## src/rtl/prio_irq_pkg.sv

```systemverilog
package prio_irq_pkg;

  // Write-port targets selected by wr_sel
  typedef enum logic [1:0] {
    SEL_MASK = 2'd0,
    SEL_MODE = 2'd1,
    SEL_BASE = 2'd2,
    SEL_EOI  = 2'd3
  } wr_sel_e;

endpackage

```

## src/rtl/irq_edge_latch.sv

```systemverilog
// Rising-edge detection and pending-request register.
module irq_edge_latch #(
  parameter int N = 8
) (
  input  logic         clk,
  input  logic         rst_n,
  input  logic [N-1:0] irq_i,
  input  logic [N-1:0] clr_i,
  output logic [N-1:0] pend_o
);

  logic [N-1:0] prev_q, prev_d;
  logic [N-1:0] pend_q, pend_d;

  always_comb begin
    prev_d = irq_i;
    // a fresh edge wins over a clear in the same cycle
    pend_d = (pend_q & ~clr_i) | (irq_i & ~prev_q);
  end

  always_ff @(posedge clk or negedge rst_n) begin
    if (!rst_n) begin
      prev_q <= '0;
      pend_q <= '0;
    end else begin
      prev_q <= prev_d;
      pend_q <= pend_d;
    end
  end

  assign pend_o = pend_q;

endmodule

```

## src/rtl/irq_prio_pick.sv

```systemverilog
// Finds the first set bit starting from index top_i and wrapping around.
module irq_prio_pick #(
  parameter int N  = 8,
  parameter int IW = 3
) (
  input  logic [N-1:0]  req_i,
  input  logic [IW-1:0] top_i,
  output logic          hit_o,
  output logic [IW-1:0] idx_o
);

  logic [N-1:0]  rot;
  logic [IW-1:0] off;

  always_comb begin
    for (int i = 0; i < N; i++) begin
      rot[i] = req_i[IW'(i) + top_i];
    end
    hit_o = 1'b0;
    off   = '0;
    for (int i = N - 1; i >= 0; i--) begin
      if (rot[i]) begin
        hit_o = 1'b1;
        off   = IW'(i);
      end
    end
    idx_o = top_i + off;
  end

endmodule

```

## src/rtl/irq_cfg_regs.sv

```systemverilog
// Write-port decode: mask, priority order, vector base, end-of-interrupt strobe.
module irq_cfg_regs
  import prio_irq_pkg::*;
#(
  parameter int N     = 8,
  parameter int VEC_W = 8,
  parameter int IW    = 3
) (
  input  logic              clk,
  input  logic              rst_n,
  input  logic              wr_en,
  input  logic [1:0]        wr_sel,
  input  logic [VEC_W-1:0]  wr_data,
  output logic [N-1:0]      mask_o,
  output logic              rot_o,
  output logic [VEC_W-IW-1:0] base_o,
  output logic              eoi_o
);

  localparam int BW = VEC_W - IW;

  wr_sel_e       sel;
  logic [N-1:0]  mask_q, mask_d;
  logic          rot_q, rot_d;
  logic [BW-1:0] base_q, base_d;
  logic          mask_en, rot_en, base_en;

  always_comb begin
    sel     = wr_sel_e'(wr_sel);
    mask_en = wr_en && (sel == SEL_MASK);
    rot_en  = wr_en && (sel == SEL_MODE);
    base_en = wr_en && (sel == SEL_BASE);
    eoi_o   = wr_en && (sel == SEL_EOI);
    mask_d  = wr_data[N-1:0];
    rot_d   = wr_data[0];
    base_d  = wr_data[VEC_W-1:IW];
  end

  always_ff @(posedge clk or negedge rst_n) begin
    if (!rst_n) begin
      mask_q <= '1;
      rot_q  <= 1'b0;
      base_q <= '0;
    end else begin
      if (mask_en) mask_q <= mask_d;
      if (rot_en)  rot_q  <= rot_d;
      if (base_en) base_q <= base_d;
    end
  end

  assign mask_o = mask_q;
  assign rot_o  = rot_q;
  assign base_o = base_q;

endmodule

```

## src/rtl/prio_irq_ctrl.sv

```systemverilog
module prio_irq_ctrl #(
  parameter int N_LINES = 8,
  parameter int VEC_W   = 8
) (
  input  logic               clk,
  input  logic               rst_n,
  input  logic [N_LINES-1:0] irq_i,
  input  logic               wr_en,
  input  logic [1:0]         wr_sel,
  input  logic [VEC_W-1:0]   wr_data,
  input  logic               ack_i,
  output logic               int_o,
  output logic [VEC_W-1:0]   vec_o
);

  localparam int IW = $clog2(N_LINES);
  localparam int BW = VEC_W - IW;

  // reset synchronizer: asserts at once, releases on the clock
  logic [1:0] rst_sync_q;
  logic       rst_sync;

  always_ff @(posedge clk or negedge rst_n) begin
    if (!rst_n) rst_sync_q <= 2'b00;
    else        rst_sync_q <= {rst_sync_q[0], 1'b1};
  end
  assign rst_sync = rst_sync_q[1];

  logic [N_LINES-1:0] pend, mask, win_oh, eoi_oh;
  logic               rot_mode, eoi_stb;
  logic [BW-1:0]      vbase;
  logic [N_LINES-1:0] isr_q, isr_d;
  logic [IW-1:0]      lowp_q, lowp_d, top_pri;
  logic [VEC_W-1:0]   vec_q, vec_d;
  logic               req_hit, isr_hit, take, isr_en, lowp_en;
  logic [IW-1:0]      req_idx, isr_idx, rank_req, rank_isr;

  irq_cfg_regs #(.N(N_LINES), .VEC_W(VEC_W), .IW(IW)) u_cfg (
    .clk    (clk),
    .rst_n  (rst_sync),
    .wr_en  (wr_en),
    .wr_sel (wr_sel),
    .wr_data(wr_data),
    .mask_o (mask),
    .rot_o  (rot_mode),
    .base_o (vbase),
    .eoi_o  (eoi_stb)
  );

  irq_edge_latch #(.N(N_LINES)) u_edge (
    .clk   (clk),
    .rst_n (rst_sync),
    .irq_i (irq_i),
    .clr_i (win_oh),
    .pend_o(pend)
  );

  assign top_pri = rot_mode ? lowp_q + IW'(1) : '0;

  irq_prio_pick #(.N(N_LINES), .IW(IW)) u_pick_req (
    .req_i(pend & ~mask),
    .top_i(top_pri),
    .hit_o(req_hit),
    .idx_o(req_idx)
  );

  irq_prio_pick #(.N(N_LINES), .IW(IW)) u_pick_isr (
    .req_i(isr_q),
    .top_i(top_pri),
    .hit_o(isr_hit),
    .idx_o(isr_idx)
  );

  always_comb begin
    rank_req = req_idx - top_pri;
    rank_isr = isr_idx - top_pri;
    int_o    = req_hit && (!isr_hit || (rank_req < rank_isr));
    take     = ack_i && int_o;
    win_oh   = take ? ({{(N_LINES-1){1'b0}}, 1'b1} << req_idx) : '0;
    eoi_oh   = (eoi_stb && isr_hit) ? ({{(N_LINES-1){1'b0}}, 1'b1} << isr_idx) : '0;
    isr_en   = take || (eoi_stb && isr_hit);
    isr_d    = (isr_q | win_oh) & ~eoi_oh;
    lowp_en  = eoi_stb && isr_hit && rot_mode;
    lowp_d   = isr_idx;
    vec_d    = {vbase, req_idx};
  end

  always_ff @(posedge clk or negedge rst_sync) begin
    if (!rst_sync) begin
      isr_q  <= '0;
      lowp_q <= IW'(N_LINES - 1);
      vec_q  <= '0;
    end else begin
      if (isr_en)  isr_q  <= isr_d;
      if (lowp_en) lowp_q <= lowp_d;
      if (take)    vec_q  <= vec_d;
    end
  end

  assign vec_o = vec_q;

endmodule

```

## config.mk

```make
export PLATFORM = sky130hd
export DESIGN_NAME = prio_irq_ctrl
export DESIGN_NICKNAME = d
export VERILOG_FILES = /design/src/rtl/prio_irq_pkg.sv /design/src/rtl/irq_edge_latch.sv /design/src/rtl/irq_prio_pick.sv /design/src/rtl/irq_cfg_regs.sv /design/src/rtl/prio_irq_ctrl.sv
export SDC_FILE = /design/constraint.sdc
export NUM_CORES = 1
export LEC_CHECK = 0
export BUFFER_PORTS_ARGS = -buffer_cell sky130_fd_sc_hd__buf_2
export CAP_MARGIN = 20
export CORE_MARGIN = 10
export CORE_UTILIZATION = 44
export CTS_CLUSTER_DIAMETER = 150
export DETAILED_ROUTE_END_ITERATION = 8
export GPL_TIMING_DRIVEN = 0
export PLACE_DENSITY = 0.68
export SYNTH_ARGS = -nofsm -noshare
export SYNTH_HDL_FRONTEND = slang
export SYNTH_SLANG_ARGS = --single-unit
```

## constraint.sdc

```tcl
create_clock -name clk -period 6 [get_ports clk]
set_input_delay 0.6 -clock clk [delete_from_list [all_inputs] [get_ports clk]]
set_output_delay 0.6 -clock clk [all_outputs]
set_load 0.01 [all_outputs]
```

==> results of run 1 <==
[worst min-delay path by stage]
stage                        from  slack (ps)  cells after the start                to
floorplan                   rst_n         300                      0     rst_sync_q[0]
global placement    rst_sync_q[0]         340                      0     rst_sync_q[1]
detailed placement  rst_sync_q[1]         160                      0  u_edge.pend_o[0]
CTS                         rst_n          60                      1     rst_sync_q[1]
global route                rst_n          50                      1     rst_sync_q[1]
finish                      rst_n          70                      1     rst_sync_q[1]
[logic make-up (layout without fill, tap and decap cells)]
logic type / after synthesis / count (layout) / share of synthesized area [%]
other: 1 / 1 / 0.1151
AO/OA/AOI/OAI: 46 / 46 / 9.290
AND/OR/NAND/NOR: 69 / 69 / 11.98
adder cells (fa/ha/maj): 12 / 12 / 5.528
XOR/XNOR: 12 / 12 / 4.261
buffers and inverters: 26 / 68 / 3.839
flip-flops: 51 / 51 / 39.58
multiplexers: 70 / 70 / 25.41
[cells in the mapped netlist (all sizes together) (3+ instances only)]
| master | n | area [um2] |
|---|---|---|
| inv | 19 | 73.82 |
| nand3b | 5 | 37.54 |
| mux2i | 35 | 362.8 |
| nand3 | 8 | 40.04 |
| dfstp | 11 | 289.0 |
| a21oi | 15 | 75.07 |
| nand2b | 3 | 21.27 |
| a31oi | 4 | 25.02 |
| xnor2 | 4 | 35.03 |
| buf | 5 | 43.79 |
| a22o | 8 | 70.07 |
| mux4 | 6 | 135.1 |
| nor2b | 14 | 87.58 |
| nor2 | 12 | 45.04 |
| o21ai | 5 | 25.02 |
| ha | 8 | 100.1 |
| xor2 | 8 | 103.9 |
| dfrtp | 40 | 1001 |
| fa | 4 | 80.08 |
| nand2 | 13 | 51.30 |
| mux2 | 29 | 330.3 |
[metal layers]
layer / vias to the layer above / part of all wire [%]
met1: 1135 / 46
li1: 1104 / -
met3: 14 / 4.3
met2: 71 / 47
met4: 0 / 2.5
met5: - / 0
[layout make-up]
class                           count  area, um2
Clock buffer                        6      82.58
Inverter                           19      73.82
Sequential cell                    51       1291
Clock inverter                      2      35.03
Fill cell                         672       3461
Timing Repair Buffer               35      197.7
Multi-Input combinational cell    210       1896
Tap cell                           99      123.9
Buffer                              6      53.80
[registers in the layout (all words and copies together), names as in the netlist]
name           flops
u_edge.pend_o      8
rst_sync_q         2
u_cfg.base_o       5
lowp_q             3
u_cfg.mask_o       8
vec_o              8
isr_q              8
u_cfg.rot_o        1
u_edge.prev_q      8
[timing repair]
action,CTS,global route
gates resized for setup,8,6
setup endpoints to repair,24,10
setup buffers,0,3
pin swaps,0,2
[per-stage QoR]
stage                     hold slack (ps)  cell area [um2]  std cells  utilization (%)
after floorplan                     304.4             3259        287                -
after global placement              337.9             3533        416            48.98
after detailed placement            159.1             3560        418            49.34
after CTS                           60.03             3704        425            51.34
after global routing                52.99             3754        428            52.03
final                               72.20             3754        428            52.03
==> qor.csv, run 1 <==
stage,metric,value,unit
route,drt_iter0_drc,141,
setup_path,crit_chain,"ha_4, and2_4, buf_6, inv_1, ha_4, mux4_2, o21a_1, o21ai_0, nand2_1, a21oi_2, ha_1, inv_1, fa_2, fa_1, xor2_1, xnor2_1, ha_1, a21oi_2, a21oi_2, nor2_1, buf_2",
route,dr.pass1.iters,4,
route,wire_per_inst,16.77,um
clocking,numCtsBuffers,5,
logic_synthesis,yosysUniqueCellTypes,54,
grt,grt_most_used_layer,met2,
logic_synthesis,synthArstFlopShare,100.0,%
setup_path,cp_top_family,adder cells,
floorplan,io_pins,31,
setup_path,start_kind,flip-flop,
logic_synthesis,ys_seq_area_share,39.58,%
logic_synthesis,synth-edff-count,0,
final_layout,fin_nets,362,
floorplan,num_rows,31,
setup_path,rrSetupSlack,430,ps
sta,setup_viol,0,
grt,track_usage,12.77,%
setup_path,timing.rr.end,u_edge.pend_o[1],
final_layout,layout_common_cells,"39 x dfrtp_1, 34 x mux2i_1, 32 x buf_2",
setup_path,ff2ff_path_depth,23,
final_layout,final_common_cell,dfrtp_1,
clocking,clk_path_buf_depth,2,
logic_synthesis,syn_inst,287,
logic_synthesis,ys_seq_elements,51,
grt,use_met2,21.07,%
setup_path,critPathBufInv,4,
logic_synthesis,yosysWarnings,0,
sta,finalHoldViolCount,0,
clocking,cts_root_buf,clkbuf_8,
floorplan,core,0.007214,mm2
setup_path,cp-startpoint,lowp_q[0],
setup_path,path_class,flip-flop to output pin,
sta,clock_skew,8.261,ps
clocking,tritoncts,done,
sta,min_period_over_period,96.72,%
placement,hpwl,5652,um
logic_synthesis,syn_avg_cell_area,11.36,um2
run,maxCapViolCount,0,
grt,grt_max_degree,39,
logic_synthesis,synth_ff_type,dfrtp_1,
sta,drv_slew,0,
sta,setup_ws,196.5,ps
setup_path,crit_required,5400,ps
floorplan,die_area,0.01125,mm2
grt,gr-usage-met1,15.95,%
floorplan,fp.dieW,106.1,um
grt,antenna_found_initial,0,
clocking,hold_buffers,0,
grt,grt_overflow,0,
logic_synthesis,synth_nets,321,
setup_path,cp_max_fo,11,
placement,place_ws,-271.7,ps
route,vias,2324,
clocking,cts.clk_slew.worst_paths,90,ps
sta,worst_pin_slew,672.0,ps
route,wl,7177,um
sta,maxSlewHeadroom,55.10,%
sta,tns,0,ps
route,drc_errors,0,
min_path,min-delay-path-class,input pin to async pin,
final_layout,drive_gt1_share,34.65,%
floorplan,start_util,45.18,%
placement,gp_congestion,0.8772,
sta,min_period,5803,ps
logic_synthesis,synth_area,0.003259,mm2
final_layout,syn_to_final_growth,15.16,%
floorplan,fp.dieH,106.1,um
setup_path,r2r-start,lowp_q[0],
clocking,htreeDepth,2,
route,ant_nets,0,
final_layout,n_antenna_cell,0,
grt,grt_pass1_wl,11920,um
placement,io_buffers,30,
setup_path,crit_path_end_kind,output pin,
grt,grt_pass1_vias,2519,
sta,fmax,0.1723,GHz
outcome,status,completed,
setup_path,crit_cells,21,
grt,grt_util_met3,2.476,%
route,viasPerCell,5.430,
clocking,clock_latency,300,ps
setup_path,crit_end,int_o,
setup_path,arrival,5200,ps
setup_path,worst_path_largest_cell_delay,610,ps
setup_path,slowest_stage,dfstp_2,
setup_path,cpMostUsedCell,a21oi_2,
clocking,cts.sinks,51,
Power of run 1 is not shown: default switching activity piles up to over one toggle a cycle in this logic, so the estimate is an artifact.
==> run 2, diff against run 1 <==
--- a/config.mk
+++ b/config.mk
@@ -8,11 +8,11 @@
 export BUFFER_PORTS_ARGS = -buffer_cell sky130_fd_sc_hd__buf_2
 export CAP_MARGIN = 20
 export CORE_MARGIN = 10
-export CORE_UTILIZATION = 44
+export CORE_UTILIZATION = 45
 export CTS_CLUSTER_DIAMETER = 150
 export DETAILED_ROUTE_END_ITERATION = 8
 export GPL_TIMING_DRIVEN = 0
-export PLACE_DENSITY = 0.68
+export PLACE_DENSITY = 0.66
 export SYNTH_ARGS = -nofsm -noshare
 export SYNTH_HDL_FRONTEND = slang
 export SYNTH_SLANG_ARGS = --single-unit
==> run 2 against run 1 <==
Against the previous run: sequential share of layout area about the same; flip-flop and latch count unchanged; clock skew increased by 0.53 ps; global-route usage increased by 0.25 points; register-to-register slack about the same; count of clock-buffer cells in the layout decreased by 1; setup slack improved by 61 ps; maximum frequency increased by 1.1%; die area decreased by 1.8%; design area about the same; non-clock buffer count decreased by 1; highest routed layer unchanged.
==> qor.csv, run 2 (synthesized netlist as in run 1, its figures left out) <==
stage,metric,value,unit,change
outcome,status,completed,,unchanged
sta,drv_slew,0,,unchanged
final_layout,fillers,617,,was 672
final_layout,multiInputGateArea,0.001882,mm2,was 0.001896 mm2
min_path,min-delay-path-class,input pin to async pin,,unchanged
setup_path,crit_path_end_kind,output pin,,unchanged
placement,io_buffers,30,,unchanged
sta,maxSlewHeadroom,61.94,%,was 55.10%
grt,grt_pass1_vias,2427,,"was 2,519"
floorplan,io_pins,31,,unchanged
route,drc_errors,0,,unchanged
final_layout,final_common_cell,dfrtp_1,,unchanged
route,vias,2268,,"was 2,324"
sta,fmax,0.1741,GHz,was 0.1723 GHz
clocking,clock_latency,310,ps,was 300 ps
clocking,numCtsBuffers,5,,unchanged
final_layout,fin_nets,361,,was 362
final_layout,drive_gt1_share,34.15,%,was 34.65%
setup_path,critPathBufInv,4,,unchanged
clocking,clk_path_buf_depth,2,,unchanged
setup_path,crit_chain,"ha_4, and2_4, buf_6, inv_1, ha_2, mux4_2, o21a_1, o21ai_0, nand2_1, a21oi_2, ha_1, inv_1, fa_2, fa_1, xor2_1, xnor2_1, ha_1, a21oi_1, a21oi_2, nor2_1, buf_2",,"was ha_4, and2_4, buf_6, inv_1, ha_4, mux4_2, o21a_1, o21ai_0, nand2_1, a21oi_2, ha_1, inv_1, fa_2, fa_1, xor2_1, xnor2_1, ha_1, a21oi_2, a21oi_2, nor2_1, buf_2"
setup_path,crit_required,5400,ps,about the same
grt,track_usage,13.02,%,was 12.77%
route,drt_iter0_drc,106,,was 141
sta,grt_setup_unrepaired,no,,
route,dr.pass1.iters,4,,unchanged
clocking,cts_root_buf,clkbuf_8,,unchanged
clocking,tritoncts,done,,unchanged
setup_path,cp_max_fo,11,,unchanged
route,viasPerCell,5.349,,was 5.430
grt,antenna_found_initial,0,,unchanged
grt,grt_pass1_wl,11850,um,"was 11,920 um"
run,maxCapViolCount,0,,unchanged
floorplan,num_rows,30,,was 31
placement,gp_congestion,0.8064,,was 0.8772
setup_path,arrival,5140,ps,was 5200 ps
clocking,cts.sinks,51,,unchanged
final_layout,syn_to_final_growth,15.05,%,was 15.16%
setup_path,cp_top_family,adder cells,,unchanged
final_layout,seq_area,0.001291,mm2,unchanged
clocking,htreeDepth,2,,unchanged
setup_path,worst_path_largest_cell_delay,580,ps,was 610 ps
final_layout,n_antenna_cell,0,,unchanged
floorplan,core,0.006907,mm2,was 0.007214 mm2
final_layout,layout_common_cells,"39 x dfrtp_1, 34 x mux2i_1, 31 x buf_2",,"was 39 x dfrtp_1, 34 x mux2i_1, 32 x buf_2"
placement,hpwl,5632,um,was 5652 um
setup_path,start_kind,flip-flop,,unchanged
sta,finalHoldViolCount,0,,unchanged
setup_path,path_class,flip-flop to output pin,,unchanged
floorplan,fp.dieH,105.1,um,was 106.1 um
sta,min_period,5743,ps,was 5803 ps
floorplan,die_area,0.01105,mm2,was 0.01125 mm2
clocking,hold_buffers,0,,unchanged
sta,setup_viol,0,,unchanged
grt,grt_overflow,0,,unchanged
grt,grt_max_degree,36,,was 39
route,wire_per_inst,16.65,um,was 16.77 um
sta,setup_ws,257.4,ps,was 196.5 ps
route,ant_nets,0,,unchanged
sta,worst_pin_slew,566.9,ps,was 672.0 ps
final_layout,post-route-util,54.29,%,was 52.03%
placement,place_ws,-264.7,ps,was -271.7 ps
sta,min_period_over_period,95.71,%,was 96.72%
route,wl,7059,um,was 7177 um
floorplan,fp.dieW,105.1,um,was 106.1 um
sta,clock_skew,8.795,ps,was 8.261 ps
clocking,cts.clk_slew.worst_paths,100,ps,was 90 ps
floorplan,start_util,47.19,%,was 45.18%
setup_path,slowest_stage,dfstp_2,,unchanged
[run 2: per-stage QoR]
stage	setup TNS [ps]	hold WS [ps]	cells	cell area, um2
finish	0	63.71	424	3750
global route	0	44.59	424	3750
CTS	0	50.08	422	3720
detailed placement	-3671	180.0	415	3558
global placement	-1877	336.1	413	3530
floorplan	0	304.4	287	3259
[run 2: routing by layer]
metal / part of all wire [%] / vias up / global-route usage [%] / wire length (um)
met4: 1.1 / 0 / 5.098 / 78
met2: 49 / 46 / 21.75 / 3434
li1: - / 1106 / - / -
met5: 0 / - / 0 / 0
met3: 3.9 / 6 / 2.948 / 278
met1: 46 / 1110 / 15.86 / 3267
[run 2: path summary, 6_finish.rpt]
kind / from / to / slack (ps) / depth (start not counted)
max in group asynchronous: rst_sync_q[1] / u_cfg.mask_o[2] / 5250 / 1
max: lowp_q[0] / int_o / 260 / 21
min: rst_n / rst_sync_q[0] / 60 / 1
max reg2reg: lowp_q[0] / u_edge.pend_o[1] / 420 / 23
min in group clk: rst_sync_q[0] / rst_sync_q[1] / 350 / 0
min reg2reg: rst_sync_q[1] / isr_q[4] / 170 / 0
[run 2: timing repair]
| item | in CTS | in global routing |
|---|---|---|
| gates resized for setup | 7 | 5 |
| buffers inserted | 0 | 2 |
| gates cloned | 0 | 0 |
| endpoints found under the setup margin | 24 | 14 |
| pin swaps | 0 | 2 |
[run 2: layout make-up]
class	instances	area share, %
Timing Repair Buffer	34	5.138
Clock inverter	3	1.802
Inverter	19	1.969
Buffer	6	1.435
Tap cell	96	3.203
Sequential cell	51	34.43
Clock buffer	5	1.835
Multi-Input combinational cell	210	50.18
Power of run 2 is left out for the same reason.
